--- src/rtl/db_pkg.sv ---
package db_pkg;
  localparam int ADDR_W = 3;

  typedef enum logic [ADDR_W-1:0] {
    S_FLAGS   = 3'd0,
    S_RING    = 3'd1,
    S_ACK_ST  = 3'd2,
    S_ACK_CLR = 3'd3,
    S_ACK_EN  = 3'd4,
    S_CTRL    = 3'd5
  } snd_reg_e;

  typedef enum logic [ADDR_W-1:0] {
    R_FLAGS = 3'd0,
    R_PEND  = 3'd1,
    R_CLR   = 3'd2,
    R_MASK  = 3'd3,
    R_MSET  = 3'd4,
    R_MCLR  = 3'd5,
    R_CTRL  = 3'd6
  } rcv_reg_e;
endpackage

--- src/rtl/db_flag_store.sv ---
module db_flag_store #(
  parameter int NUM_FLAGS = 32
) (
  input  logic                 clk,
  input  logic                 rst_n,
  input  logic [NUM_FLAGS-1:0] ring_bits,
  input  logic [NUM_FLAGS-1:0] clr_bits,
  output logic [NUM_FLAGS-1:0] flags,
  output logic                 ack_evt
);
  // a clear retires a transfer only where the flag was really set
  function automatic logic ack_hit(input logic [NUM_FLAGS-1:0] cur,
                                   input logic [NUM_FLAGS-1:0] clr);
    return |(cur & clr);
  endfunction

  assign ack_evt = ack_hit(flags, clr_bits);

  for (genvar i = 0; i < NUM_FLAGS; i++) begin : g_flag
    logic bit_q;
    always_ff @(posedge clk or negedge rst_n) begin
      if (!rst_n)           bit_q <= 1'b0;
      else if (clr_bits[i]) bit_q <= 1'b0;   // clear has priority
      else if (ring_bits[i]) bit_q <= 1'b1;
    end
    assign flags[i] = bit_q;
  end

  assert_clear_wins_R3: assert property (@(posedge clk) disable iff (!rst_n)
    (|clr_bits) |=> ((flags & $past(clr_bits)) == '0));

  assert_ring_sets_R2: assert property (@(posedge clk) disable iff (!rst_n)
    (|(ring_bits & ~clr_bits)) |=>
      ((flags & $past(ring_bits & ~clr_bits)) == $past(ring_bits & ~clr_bits)));
endmodule

--- src/rtl/db_sender_side.sv ---
module db_sender_side
  import db_pkg::*;
#(
  parameter int NUM_FLAGS = 32
) (
  input  logic                 clk,
  input  logic                 rst_n,
  input  logic                 we,
  input  logic [ADDR_W-1:0]    waddr,
  input  logic [NUM_FLAGS-1:0] wdata,
  input  logic [ADDR_W-1:0]    raddr,
  input  logic [NUM_FLAGS-1:0] flags,
  input  logic                 ack_evt,
  output logic [NUM_FLAGS-1:0] rdata,
  output logic [NUM_FLAGS-1:0] ring_bits,
  output logic                 irq
);
  localparam logic [NUM_FLAGS-1:0] ZERO = '0;

  logic ack_st, ack_en, comb_en;
  logic wr_ring, wr_ack_clr, wr_ack_en, wr_ctrl;

  function automatic logic [NUM_FLAGS-1:0] bit0_word(input logic b);
    return {{(NUM_FLAGS-1){1'b0}}, b};
  endfunction

  assign wr_ring    = we && (waddr == S_RING);
  assign wr_ack_clr = we && (waddr == S_ACK_CLR) && wdata[0];
  assign wr_ack_en  = we && (waddr == S_ACK_EN);
  assign wr_ctrl    = we && (waddr == S_CTRL);
  assign ring_bits  = wr_ring ? wdata : ZERO;

  always_ff @(posedge clk or negedge rst_n) begin
    if (!rst_n) begin
      ack_st  <= 1'b0;
      ack_en  <= 1'b0;
      comb_en <= 1'b0;
    end else begin
      if (ack_evt)         ack_st <= 1'b1;   // new event beats a clear
      else if (wr_ack_clr) ack_st <= 1'b0;
      if (wr_ack_en) ack_en  <= wdata[0];
      if (wr_ctrl)   comb_en <= wdata[0];
    end
  end

  assign irq = ack_st & ack_en & comb_en;

  always_comb begin
    case (raddr)
      S_FLAGS:  rdata = flags;
      S_ACK_ST: rdata = bit0_word(ack_st);
      S_ACK_EN: rdata = bit0_word(ack_en);
      S_CTRL:   rdata = bit0_word(comb_en);
      default:  rdata = ZERO;
    endcase
  end

  assert_ack_evt_sets_R4: assert property (@(posedge clk) disable iff (!rst_n)
    ack_evt |=> ack_st);

  assert_ack_source_R4: assert property (@(posedge clk) disable iff (!rst_n)
    $rose(ack_st) |-> $past(ack_evt));

  assert_ack_clear_R5: assert property (@(posedge clk) disable iff (!rst_n)
    (wr_ack_clr && !ack_evt) |=> !ack_st);

  assert_snd_irq_gate_R8: assert property (@(posedge clk) disable iff (!rst_n)
    irq |-> (ack_en && comb_en));
endmodule

--- src/rtl/db_receiver_side.sv ---
module db_receiver_side
  import db_pkg::*;
#(
  parameter int NUM_FLAGS = 32
) (
  input  logic                 clk,
  input  logic                 rst_n,
  input  logic                 we,
  input  logic [ADDR_W-1:0]    waddr,
  input  logic [NUM_FLAGS-1:0] wdata,
  input  logic [ADDR_W-1:0]    raddr,
  input  logic [NUM_FLAGS-1:0] flags,
  output logic [NUM_FLAGS-1:0] rdata,
  output logic [NUM_FLAGS-1:0] clr_bits,
  output logic                 irq
);
  localparam logic [NUM_FLAGS-1:0] ZERO = '0;

  logic [NUM_FLAGS-1:0] mask, pending;
  logic comb_en;
  logic wr_mset, wr_mclr, wr_ctrl;

  function automatic logic [NUM_FLAGS-1:0] filter(input logic [NUM_FLAGS-1:0] f,
                                                  input logic [NUM_FLAGS-1:0] m);
    return f & ~m;
  endfunction

  assign wr_mset  = we && (waddr == R_MSET);
  assign wr_mclr  = we && (waddr == R_MCLR);
  assign wr_ctrl  = we && (waddr == R_CTRL);
  assign clr_bits = (we && (waddr == R_CLR)) ? wdata : ZERO;
  assign pending  = filter(flags, mask);

  always_ff @(posedge clk or negedge rst_n) begin
    if (!rst_n) begin
      mask    <= '1;
      comb_en <= 1'b0;
    end else begin
      if (wr_mset) mask <= mask | wdata;
      if (wr_mclr) mask <= mask & ~wdata;
      if (wr_ctrl) comb_en <= wdata[0];
    end
  end

  assign irq = comb_en && (pending != ZERO);

  always_comb begin
    case (raddr)
      R_FLAGS: rdata = flags;
      R_PEND:  rdata = pending;
      R_MASK:  rdata = mask;
      R_CTRL:  rdata = {{(NUM_FLAGS-1){1'b0}}, comb_en};
      default: rdata = ZERO;
    endcase
  end

  assert_mask_set_R6: assert property (@(posedge clk) disable iff (!rst_n)
    wr_mset |=> ((mask & $past(wdata)) == $past(wdata)));

  assert_mask_clr_R6: assert property (@(posedge clk) disable iff (!rst_n)
    wr_mclr |=> ((mask & $past(wdata)) == ZERO));

  assert_rcv_irq_src_R7: assert property (@(posedge clk) disable iff (!rst_n)
    irq |-> (comb_en && (flags != ZERO)));
endmodule

--- src/rtl/doorbell_window.sv ---
module doorbell_window
  import db_pkg::*;
#(
  parameter int NUM_FLAGS = 32
) (
  input  logic                 clk,
  input  logic                 rst_n,
  input  logic                 snd_we,
  input  logic [ADDR_W-1:0]    snd_waddr,
  input  logic [NUM_FLAGS-1:0] snd_wdata,
  input  logic [ADDR_W-1:0]    snd_raddr,
  output logic [NUM_FLAGS-1:0] snd_rdata,
  output logic                 snd_irq,
  input  logic                 rcv_we,
  input  logic [ADDR_W-1:0]    rcv_waddr,
  input  logic [NUM_FLAGS-1:0] rcv_wdata,
  input  logic [ADDR_W-1:0]    rcv_raddr,
  output logic [NUM_FLAGS-1:0] rcv_rdata,
  output logic                 rcv_irq
);
  logic [NUM_FLAGS-1:0] flags, ring_bits, clr_bits;
  logic                 ack_evt;

  db_flag_store #(.NUM_FLAGS(NUM_FLAGS)) u_store (
    .clk(clk), .rst_n(rst_n), .ring_bits(ring_bits), .clr_bits(clr_bits),
    .flags(flags), .ack_evt(ack_evt)
  );

  db_sender_side #(.NUM_FLAGS(NUM_FLAGS)) u_snd (
    .clk(clk), .rst_n(rst_n), .we(snd_we), .waddr(snd_waddr),
    .wdata(snd_wdata), .raddr(snd_raddr), .flags(flags), .ack_evt(ack_evt),
    .rdata(snd_rdata), .ring_bits(ring_bits), .irq(snd_irq)
  );

  db_receiver_side #(.NUM_FLAGS(NUM_FLAGS)) u_rcv (
    .clk(clk), .rst_n(rst_n), .we(rcv_we), .waddr(rcv_waddr),
    .wdata(rcv_wdata), .raddr(rcv_raddr), .flags(flags),
    .rdata(rcv_rdata), .clr_bits(clr_bits), .irq(rcv_irq)
  );
endmodule

--- config.mk ---
export PLATFORM = sky130hd
export DESIGN_NAME = doorbell_window
export DESIGN_NICKNAME = d
export VERILOG_FILES = /design/src/rtl/db_pkg.sv /design/src/rtl/db_flag_store.sv /design/src/rtl/db_sender_side.sv /design/src/rtl/db_receiver_side.sv /design/src/rtl/doorbell_window.sv
export SDC_FILE = /design/constraint.sdc
export NUM_CORES = 1
export LEC_CHECK = 0
export CORE_ASPECT_RATIO = 0.9
export CORE_MARGIN = 4
export CORE_UTILIZATION = 50
export DETAILED_ROUTE_END_ITERATION = 10
export DONT_BUFFER_PORTS = 1
export PLACE_DENSITY = 0.65
export SYNTH_ARGS = -nofsm -noshare
export SYNTH_HDL_FRONTEND = slang
export SYNTH_SLANG_ARGS = --single-unit
--- constraint.sdc ---
create_clock -name clk -period 1.6 [get_ports clk]
set_input_delay 0.32 -clock clk [delete_from_list [all_inputs] [get_ports clk]]
set_output_delay 0.32 -clock clk [all_outputs]
set_load 0.03 [all_outputs]
# [After elaboration in Yosys (flattened, before gate mapping)]
# Cells that the tools add are included.
[totals] regBits=68 elab_cells=179 input_bits=80 output_inout_bits=66
[classes] muxes=72 reduce_logical=48 n_eq_ne=14 bitwise_logic=8
[ops] op="$pmux W32 S4" count=2
[ops] op="$mux W32" count=4
[ops] op="$and A32 B32 Y32" count=3
[ops] op="$reduce_bool A2 Y1" count=34
[ops] op="$mux W1" count=66
[ops] op="$not A32 Y32" count=2
[ops] op="$or A32 B32 Y32" count=1
[ops] op="$reduce_bool A32 Y1" count=1
[ops] op="$reduce_or A32 Y1" count=1
[ops] op="$eq A3 B3 Y1 const B" count=8
[ops] op="$eq A3 B2 Y1 const B" count=4
[ops] op="$logic_and A1 B1 Y1" count=10
[ops] op="$eq A3 B1 Y1 const B" count=2
[ops] op="$logic_not A3 Y1" count=2
[ops] op="$and A1 B1 Y1" count=2

# [Depth between registers and ports, before layout]
# Gate-level depths: netlist of run 1.
[depth] word_depth=6 ltp_mapped=6

# [Modules after synthesis]
# From an unflattened synthesis of run 1, not the netlist that was laid out.
[hier_totals] cells_unflattened=560 hier_area_um2=4623.2
[by_module_without_submodules] mod="db_receiver_side" cells_each=325 instances=1 area_each_um2=2522.4
[by_module_without_submodules] mod="db_flag_store" cells_each=149 instances=1 area_each_um2=1438.9
[by_module_without_submodules] mod="db_sender_side" cells_each=86 instances=1 area_each_um2=661.9

# [Worst setup path after synthesis of run 1]
# No wires, ideal clock.
[synth_path] kind="register to output" start="register (tool-made name)" end="output rcv_irq" required_ps=1280 setup_slack_ps=-383 arrival_time_ps=1663 path_stages_with_launch=5 n_path_buf=0 cell_sequence="dfstp_2 > inv_1 > a2111o_1 > a2111oi_2 > a41oi_1"
[synth_rtl] item="end: declaration" line="doorbell_window.sv:19" text="output logic rcv_irq"

==> run summary, run 1 <==
Final Hold Fails: 68
DR WL/cell: 21.8 um
vias per cell: 6.32
largest net degree at the start of global routing: 69
Leak: 2.66 nW
DR DRC count: 0
clock input transition at the sequential cells of the worst setup and hold paths: 0.07 ns
PortBufs: 0
post-synthesis sequential area ratio: 43.0%
area share of the largest cell type after synthesis: 22.2%
Commonest cells post-synth: a21oi_1 (109), nand2_1 (42), dfrtp_1 (36), and2_1 (32), dfstp_2 (32)
Clock Path Buffers: 2
Synth Register Bits: 68
post-route antenna net violation count: 0
Die Area: 9610 um^2
Fin Hold WS: -0.333 ns
crit-path cells: nor2b_1 -> a2111o_1 -> a2111oi_4 -> a41oi_2 -> buf_6
vias after detailed routing: 4319
Die W: 103 um
Synthesis Warnings: 0
Detailed Routing Iterations Pass 1: 5
CP Class: register to primary output
fill count: 431
number of DRC markers in iteration 0: 288
pins over their slew limit: 0
Rows: 30
Synth Area per Inst: 8.48 um^2
# H-tree levels: 3
required time worst endpoint: 1.28 ns
CTS buffer count: 9
Post-synth EDFFs: 0
Design Area, Final: 6380 um^2
Clk network pwr share: 19.5%
Distinct cells, synth: 37
first-pass GRT wire length: 22.8 mm
vias in the first global route: 4401
Final Critical Period: 2.20 ns
sw power: 2.41 mW
Root Driver: clkbuf_8
RR Endpoint: u_snd.ack_st
Nets: 663
total wire length: 14.9 mm
final setup TNS: -2.71 ns
VDD IR max: 0.760 mV
synth top area cells: dfrtp_1 (22%), dfstp_2 (21%), a21oi_1 (13%)
setup slack after layout: -0.604 ns
async set or reset register ratio after synthesis: 100%
HP Class: input port to async pin
CORE AREA: 7690 um^2
ys flop type: dfrtp_1
Placement Setup Slack: -0.294 ns
r2r setup slk: -0.22 ns
Gate Count Post-Synth: 478
net switching fraction of the power: 35.4%
Area after DPL: 5480 um^2
fmax: 454 MHz
gpl congestion: 0.830
worst-margin pin slew: 0.350 ns
R2R depth: 6
count leader, synth: a21oi_1
Comb power frac: 42.7%
peak per-stage delay on the critical path: 0.56 ns
number of top-level pins: 146
Sequential Power Share: 37.8%
mapped cell area: 4050 um^2
n_diodes: 0
Setup crit start kind: register
Initial Util: 52.7%
Crit Path Max Fanout: 4
TritonCTS clock tree: yes
RSZ-0062 raised after global routing: yes
CP top delay family: compound AO/OA/AOI/OAI gates
initial antenna violation count: 0
internal power: 4.39 mW
clock skew: 0.00697 ns
status: finished, violations left
gr ovfl total: 0
gr usage total: 30.5%
Max-slew headroom: 76.7%
worst flop-to-flop path startpoint: u_store.g_flag[14].bit_q
CTS Sinks: 68
Layout Area Growth over Synthesis: 57.4%
post-synth top area cell: dfrtp_1
ratio of cells with drive above 1 in the final layout: 48.7%
Worst-Skew Late Latency: 0.34 ns
die height: 93.4 um
Final setup viols: 34
Pwr per Cell Area: 1070 nW/um^2
failing checks: hold timing, setup timing
crit share post-route: 138%
Crit-path slowest cell: dfstp_2
WP data arrival: 1.88 ns
HPWL Detailed: 9.49 mm
syn_nets: 558
Worst Path Buf+Inv: 1
Max-Cap Viols: 0
kind of end point of the critical path: primary output
stage by stage:
stage | util (%) | cells | power [mW]
finish | 82.9 | 683 | 6.80
global route | 82.9 | 683 | 7.15
CTS | 80.7 | 676 | 6.59
detailed placement | 71.2 | 655 | 4.86
global placement | 71.2 | 655 | 4.79
floorplan | - | 478 | 3.85
cells in the final DEF (no fill, tap or decap), types with 3 or more instances in the layout:
master and count:
nand2_2 15, a211oi_4 4, a21oi_2 8, and2_4 4, clkbuf_8 12, buf_4 57, nand2_1 27, a22oi_1 12
inv_2 5, a21oi_1 82, dfrtp_1 35, nand3b_1 21, mux2_2 3, nor2_2 10, inv_1 25, a21oi_4 19
and2_1 28, a31oi_1 15, o2bb2ai_1 5, dfstp_2 32, a211oi_2 7, buf_12 24, mux2i_1 19, a22oi_2 6
buf_6 48, nand4_1 5, nand3_4 18, nor2b_1 6, a22o_1 3
area by class of cell:
class	instances	area [um^2]	share of cell area, %
multi-input cells	344	2770	43.4
clock buffers	13	169	2.65
inverters	31	119	1.86
flip-flops and latches	68	1740	27.3
clock inverters	2	10.0	0.157
repair buffers	129	1450	22.7
well taps	96	120	1.88
power by group through the flow:
stage / registers, mW / clock network [mW] / logic (mW)
floorplan: 2.53 / 0 / 1.32
global placement: 2.52 / 0 / 2.27
detailed placement: 2.53 / 0 / 2.33
CTS: 2.55 / 1.33 / 2.71
global route: 2.61 / 1.43 / 3.10
finish: 2.57 / 1.33 / 2.90
repair_timing:
item                                    4_1_cts  5_1_grt
hold endpoints to repair                     68       68
setup buffers                                 7       17
endpoints found under the setup margin       35       38
gates resized for setup                     115       40
pin swaps                                    66       36
logic make-up (layout without fill, tap and decap cells):
kind of cell / count (synthesis) / after routing / synth area share (%)
compound gates: 171 / 171 / 25.0
buf+inv: 66 / 175 / 6.27
flops: 68 / 68 / 43.0
mux: 22 / 22 / 5.53
simple gates: 151 / 151 / 20.2
worst max path at each step:
stage          startpoint       to  slack, ns  cells past startpoint
3_3_place_gp     register  rcv_irq      -0.28                      5
2_1_floorplan    register  rcv_irq      -0.19                      4
3_5_place_dp     register  rcv_irq      -0.29                      5
5_1_grt          register  rcv_irq      -0.68                      5
4_1_cts          register  rcv_irq      -0.61                      5
6_report         register  rcv_irq      -0.60                      5
layer usage:
layer	wire [um]	share of wire, %	GRT usage [%]	up-vias
met5	0	0	0	-
met3	1370	9.2	6.56	22
met4	216	1.5	8.85	0
met1	5770	39	38.2	2127
li1	-	-	-	1927
met2	7530	51	52.4	243
Note: power is estimated with default switching activity, not from simulation.
==> inputs of run 2 (changes only) <==
--- a/config.mk
+++ b/config.mk
@@ -8,8 +8,10 @@
 export CORE_ASPECT_RATIO = 0.9
 export CORE_MARGIN = 4
 export CORE_UTILIZATION = 50
+export CTS_CLUSTER_SIZE = 25
 export DETAILED_ROUTE_END_ITERATION = 10
 export DONT_BUFFER_PORTS = 1
+export MAX_ROUTING_LAYER = met4
 export PLACE_DENSITY = 0.65
 export SYNTH_ARGS = -nofsm -noshare
 export SYNTH_HDL_FRONTEND = slang
==> constraint.sdc (replaced) <==
create_clock -name clk -period 1.6 [get_ports clk]
set_input_delay 0.32 -clock clk [delete_from_list [all_inputs] [get_ports clk]]
set_output_delay 0.32 -clock clk [all_outputs]
set_load 0.005 [all_outputs]
==> run 2 against run 1 <==
- hold slack lost 0.0068 ns
- first-iteration DRC count decreased by 1.0%
- maximum frequency increased by 3.1%
- worst setup slack improved by 0.066 ns
- die area stayed put
- critical path depth is 1 lower
- utilization fell by 18 points
- design area decreased by 22%
- power is 9.6% lower
- the flow still finishes with violations (hold timing, setup timing)
- register-to-register slack barely moved
==> run summary, run 2 (synthesized netlist as in run 1, its figures left out) <==
Comb power frac: 30.5% (-12 points)
CORE AREA: 7690 um^2 (unchanged)
first-pass GRT wire length: 20.5 mm (-10%)
TritonCTS clock tree: yes
vias per cell: 6.34 (+0.32%)
Final Hold Fails: 68 (unchanged)
Crit Path Max Fanout: 2 (-2)
net switching fraction of the power: 31.2% (-4.3 points)
number of DRC markers in iteration 0: 285 (-1.0%)
most frequent cells in the layout: a21oi_1 (100), buf_4 (47), nand2_1 (41), dfrtp_1 (36)
number of top-level pins: 146 (unchanged)
gr ovfl total: 0 (unchanged)
kind of end point of the critical path: primary output
gr usage total: 28.7% (-1.7 points)
post-route antenna net violation count: 0 (unchanged)
total wire length: 13.6 mm (-8.8%)
internal power: 4.24 mW (-3.6%)
Initial Util: 52.7% (unchanged)
Pwr per Cell Area: 1230 nW/um^2 (+16%)
Clk network pwr share: 27.8% (+8.3 points)
clock skew: 0.00727 ns (+0.000303 ns)
Setup crit start kind: register
WP data arrival: 1.82 ns (-0.06 ns)
CP Class: register to primary output
Worst Path Buf+Inv: 0 (-1)
Final setup viols: 3 (-91%)
pins over their slew limit: 0 (unchanged)
Clock Path Buffers: 2 (unchanged)
HP Class: input port to async pin
status: finished, violations left
HPWL Detailed: 9.17 mm (-3.3%)
# H-tree levels: 3 (unchanged)
die height: 93.4 um (unchanged)
Final Critical Period: 2.14 ns (-0.0665 ns)
peak per-stage delay on the critical path: 0.54 ns (-0.02 ns)
Core Util, Final: 64.9% (-18 points)
n_diodes: 0 (unchanged)
Leak: 2.17 nW (-18%)
CTS Sinks: 68 (unchanged)
Die W: 103 um (unchanged)
Worst-Skew Late Latency: 0.35 ns (about the same)
DR DRC count: 0 (unchanged)
Detailed Routing Iterations Pass 1: 5 (unchanged)
Fin Hold WS: -0.340 ns (-0.00681 ns)
commonest non-fill, non-tap cell in the layout: a21oi_1
required time worst endpoint: 1.28 ns (about the same)
largest net degree at the start of global routing: 69 (unchanged)
crit-path cells: nor2b_2 -> a2111o_1 -> a2111oi_4 -> a41oi_2
Layout Area Growth over Synthesis: 23.3%
Max-slew headroom: 77.4% (+0.73 points)
Rows: 30 (unchanged)
Max-Cap Viols: 0 (unchanged)
worst-margin pin slew: 0.336 ns (-0.0136 ns)
CP top delay family: compound AO/OA/AOI/OAI gates
clock input transition at the sequential cells of the worst setup and hold paths: 0.07 ns (about the same)
crit share post-route: 134% (-4.2 points)
DR WL/cell: 22.0 um (+0.99%)
initial antenna violation count: 0 (unchanged)
failing checks: hold timing, setup timing
ratio of cells with drive above 1 in the final layout: 30.1% (-19 points)
Nets: 596 (-10%)
VDD IR max: 0.726 mV (-4.4%)
Crit-path slowest cell: dfstp_2
vias after detailed routing: 3914 (-9.4%)
CTS buffer count: 9 (unchanged)
PortBufs: 0 (unchanged)
fmax: 468 MHz (+3.1%)
RSZ-0062 raised after global routing: yes
sw power: 1.92 mW (-20%)
Sequential Power Share: 41.6% (+3.8 points)
setup slack after layout: -0.538 ns (+0.0665 ns)
Die Area: 9610 um^2 (unchanged)
Root Driver: clkbuf_8
gpl congestion: 0.909 (+9.5%)
vias in the first global route: 3691 (-16%)
[run 2: cell types whose count changed in the layout (fill, tap and decap cells not counted), moves of 17 or more]
cell / before / now
nand3_4: 18 / 0
nand3_1: 1 / 18
a21oi_4: 19 / 0
buf_6: 48 / 13
buf_12: 24 / 2
a21oi_1: 82 / 100
[run 2: path summary, 6_finish.rpt]
| path | startpoint | endpoint | slack, ns | cells past startpoint |
|---|---|---|---|---|
| max | register | rcv_irq | -0.54 | 4 |
| min | rst_n | u_store.g_flag[17].bit_q | -0.34 | 0 |
| max reg2reg | u_store.g_flag[13].bit_q | u_snd.ack_st | -0.23 | 6 |
| min reg2reg | register | register | 0.49 | 2 |
| max in group asynchronous | rst_n | async pin | 1.73 | 0 |
| min in group clk | rcv_waddr[0] | register | 0.02 | 1 |
[run 2: stage by stage]
stage | worst slack [ns] | cells | TNS [ns] | instance area (um^2) | power [mW]
2_1_floorplan | -0.0208 | 478 | -0.0208 | 4050 | 3.46
3_5_place_dp | -0.219 | 584 | -0.281 | 4410 | 4.10
3_3_place_gp | -0.158 | 584 | -0.249 | 4410 | 4.05
6_report | -0.538 | 617 | -0.793 | 4990 | 6.15
4_1_cts | -0.530 | 609 | -0.681 | 4830 | 5.99
5_1_grt | -0.582 | 617 | -1.23 | 4990 | 6.48
[run 2: area by class of cell]
class                      count  area, um^2
tap                           96         120
fill                         657        2700
multi-input combinational    344        2230
clock inverter                 7         115
inverter                      31         121
sequential                    68        1740
timing repair buffer          62         539
clock buffer                   9         124
[run 2: timing repair]
action | in CTS | in global routing
gates resized for setup | 25 | 34
pin swaps | 15 | 28
setup endpoints to repair | 15 | 22
endpoints found under the hold margin | 68 | 68
buffers inserted | 9 | 9
[run 2: power groups by stage]
stage                     Sequential, mW  Clock (mW)  Combinational (mW)
after CTS                           2.53        1.73                1.73
after floorplan                     2.53           0               0.928
after global placement              2.53           0                1.52
final                               2.56        1.71                1.88
after global routing                2.61        1.80                2.07
after detailed placement            2.55           0                1.55
[run 2: metal layers]
metal / share of wire (%) / up-vias / GRT usage (%)
met2: 48 / 202 / 43.3
met4: 1.3 / 0 / 6.47
met1: 41 / 1913 / 40.4
li1: - / 1783 / -
met3: 10 / 16 / 5.59
met5: 0 / - / -
==> inputs of run 3 (changes only) <==
--- a/config.mk
+++ b/config.mk
@@ -16,3 +16,4 @@
 export SYNTH_ARGS = -nofsm -noshare
 export SYNTH_HDL_FRONTEND = slang
 export SYNTH_SLANG_ARGS = --single-unit
+export TNS_END_PERCENT = 10
==> run 3 against run 2 <==
- sequential power about the same
- clock-buffer cell count unchanged
- design area decreased by 5.4%
- non-clock buffer count decreased by 16
- final cell count decreased by 2.6%
- sequential share of layout area increased by 2.0 points
- first-iteration DRC count increased by 7.0%
- combinational power decreased by 14%
- critical path type unchanged
- register-to-register slack improved by 0.08 ns
- clock power about the same
- the flow still finishes with violations (hold timing, setup timing)
- via count decreased by 2.1%
- largest power group unchanged
==> run summary, run 3 (synthesized netlist as in run 1, its figures left out) <==
status: finished, violations left
failing checks: hold timing, setup timing
Initial Util: 52.7% (unchanged)
initial antenna violation count: 0 (unchanged)
crit share post-route: 133% (-1.0 points)
sw power: 1.81 mW (-5.6%)
n_diodes: 0 (unchanged)
CTS buffer count: 9 (unchanged)
gr ovfl total: 0 (unchanged)
vias per cell: 6.38 (+0.51%)
WP data arrival: 1.80 ns (-0.02 ns)
HPWL Detailed: 9.17 mm (unchanged)
clock skew: 0.00702 ns (-0.000250 ns)
die height: 93.4 um (unchanged)
DR DRC count: 0 (unchanged)
vias in the first global route: 3623 (-1.8%)
vias after detailed routing: 3832 (-2.1%)
ratio of cells with drive above 1 in the final layout: 22.2% (-8.0 points)
total wire length: 13.1 mm (-3.8%)
Layout Area Growth over Synthesis: 16.6%
Final setup viols: 10 (+7)
kind of end point of the critical path: primary output
Nets: 580 (-2.7%)
RSZ-0062 raised after global routing: yes
peak per-stage delay on the critical path: 0.55 ns (about the same)
pins over their slew limit: 0 (unchanged)
TritonCTS clock tree: yes
Rows: 30 (unchanged)
Detailed Routing Iterations Pass 1: 7 (+2)
Fin Hold WS: -0.334 ns (+0.00561 ns)
crit-path cells: nor2b_1 -> a2111o_1 -> a2111oi_4 -> a41oi_2
met2 Track Usage GR: 41.6% (-1.8 points)
largest net degree at the start of global routing: 69 (unchanged)
gr usage total: 28.0% (-0.74 points)
Clk network pwr share: 29.2% (+1.4 points)
number of top-level pins: 146 (unchanged)
Max-Cap Viols: 0 (unchanged)
Root Driver: clkbuf_8
Total Power: 5.87 mW (-4.6%)
HP Class: input port to async pin
commonest non-fill, non-tap cell in the layout: a21oi_1
Core Util, Final: 61.4% (-3.5 points)
Final Critical Period: 2.12 ns (-0.0163 ns)
Final Hold Fails: 68 (unchanged)
Die Area: 9610 um^2 (unchanged)
Pwr per Cell Area: 1240 nW/um^2 (+0.86%)
first-pass GRT wire length: 19.9 mm (-2.5%)
net switching fraction of the power: 30.8% (-0.34 points)
PortBufs: 0 (unchanged)
Clock Path Buffers: 2 (unchanged)
CP Class: register to primary output
global routing's busiest layer: met2
Die W: 103 um (unchanged)
CTS Sinks: 68 (unchanged)
most frequent cells in the layout: a21oi_1 (102), nand2_1 (42), buf_4 (42), dfrtp_1 (36)
CORE AREA: 7690 um^2 (unchanged)
Crit-path slowest cell: dfstp_2
GR Util met1: 39.4% (-0.95 points)
clock input transition at the sequential cells of the worst setup and hold paths: 0.08 ns (about the same)
# H-tree levels: 3 (unchanged)
Setup crit start kind: register
post-route antenna net violation count: 0 (unchanged)
Worst-Skew Late Latency: 0.35 ns (about the same)
number of DRC markers in iteration 0: 305 (+7.0%)
fmax: 471 MHz (+0.77%)
grt met3 use: 5.82% (+0.22 points)
Placed Cells: 584 (unchanged)
Sequential Power Share: 43.2% (+1.6 points)
Leak: 2.07 nW (-4.7%)
required time worst endpoint: 1.28 ns (about the same)
VDD IR max: 0.654 mV (-9.9%)
internal power: 4.06 mW (-4.1%)
worst-margin pin slew: 0.340 ns (+0.00388 ns)
DR WL/cell: 21.7 um (-1.3%)
Crit Path Max Fanout: 2 (unchanged)
Max-slew headroom: 77.1% (-0.26 points)
gpl congestion: 0.909 (unchanged)
setup slack after layout: -0.521 ns (+0.0163 ns)
final cell count without fillers: 601 (-2.6%)
Comb power frac: 27.7% (-2.8 points)
==> run 3: cell types whose count changed in the layout (fill, tap and decap cells not counted), sizes merged <==
cell | before | now
buf | 62 | 46
==> run 3: area by class of cell <==
cell class	count	area [um^2]
fillers	698	2970
multi-input cells	344	2130
flip-flops and latches	68	1740
repair buffers	46	378
clock buffers	9	124
well taps	96	120
inverters	31	116
clock inverters	7	115
==> run 3: what timing repair did <==
| item | CTS | global route |
|---|---|---|
| hold endpoints to repair | 68 | 68 |
| resized for setup | 6 | 10 |
| setup endpoints to repair | 15 | 22 |
| setup buffers | 0 | 1 |
| pin swaps | 2 | 4 |
==> run 3: through the flow <==
step	TNS (ns)	instance area (um^2)	hold slack [ns]	worst slack [ns]
floorplan	-0.0208	4050	0.0244	-0.0208
global placement	-0.249	4410	0.0268	-0.158
detailed placement	-0.281	4410	0.0264	-0.219
CTS	-0.899	4680	-0.348	-0.530
global route	-2.17	4720	-0.360	-0.584
finish	-0.887	4720	-0.334	-0.521
==> run 3: final timing paths <==
check / start / end / slack, ns / cells past startpoint
worst min register to register: register / register / 0.50 / 2
worst max-delay path: register / rcv_irq / -0.52 / 4
max in group asynchronous: rst_n / async pin / 1.70 / 0
worst min-delay path: rst_n / u_store.g_flag[17].bit_q / -0.33 / 0
min in group clk: rcv_waddr[0] / register / 0.02 / 1
worst max register to register: u_store.g_flag[0].bit_q / u_snd.ack_st / -0.15 / 5
==> run 3: routing by layer <==
metal	up-vias	routed length, um
met3	25	1280
met5	-	0
li1	1752	-
met4	0	231
met2	205	6030
met1	1850	5510
==> run 3: power by group through the flow <==
stage               registers [mW]  logic [mW]  clock network (mW)
floorplan                     2.53       0.928                   0
global placement              2.53        1.52                   0
detailed placement            2.55        1.55                   0
CTS                           2.52        1.60                1.73
global route                  2.58        1.82                1.80
finish                        2.53        1.62                1.71
==> run 3: critical path, delay by kind of cell, from the launching register on <==
| family | cells | cell delay [ns] |
|---|---|---|
| AO/OA/AOI/OAI | 3 | 0.84 |
| AND/OR/NAND/NOR | 1 | 0.06 |
| flip-flops | 1 | 0.55 |
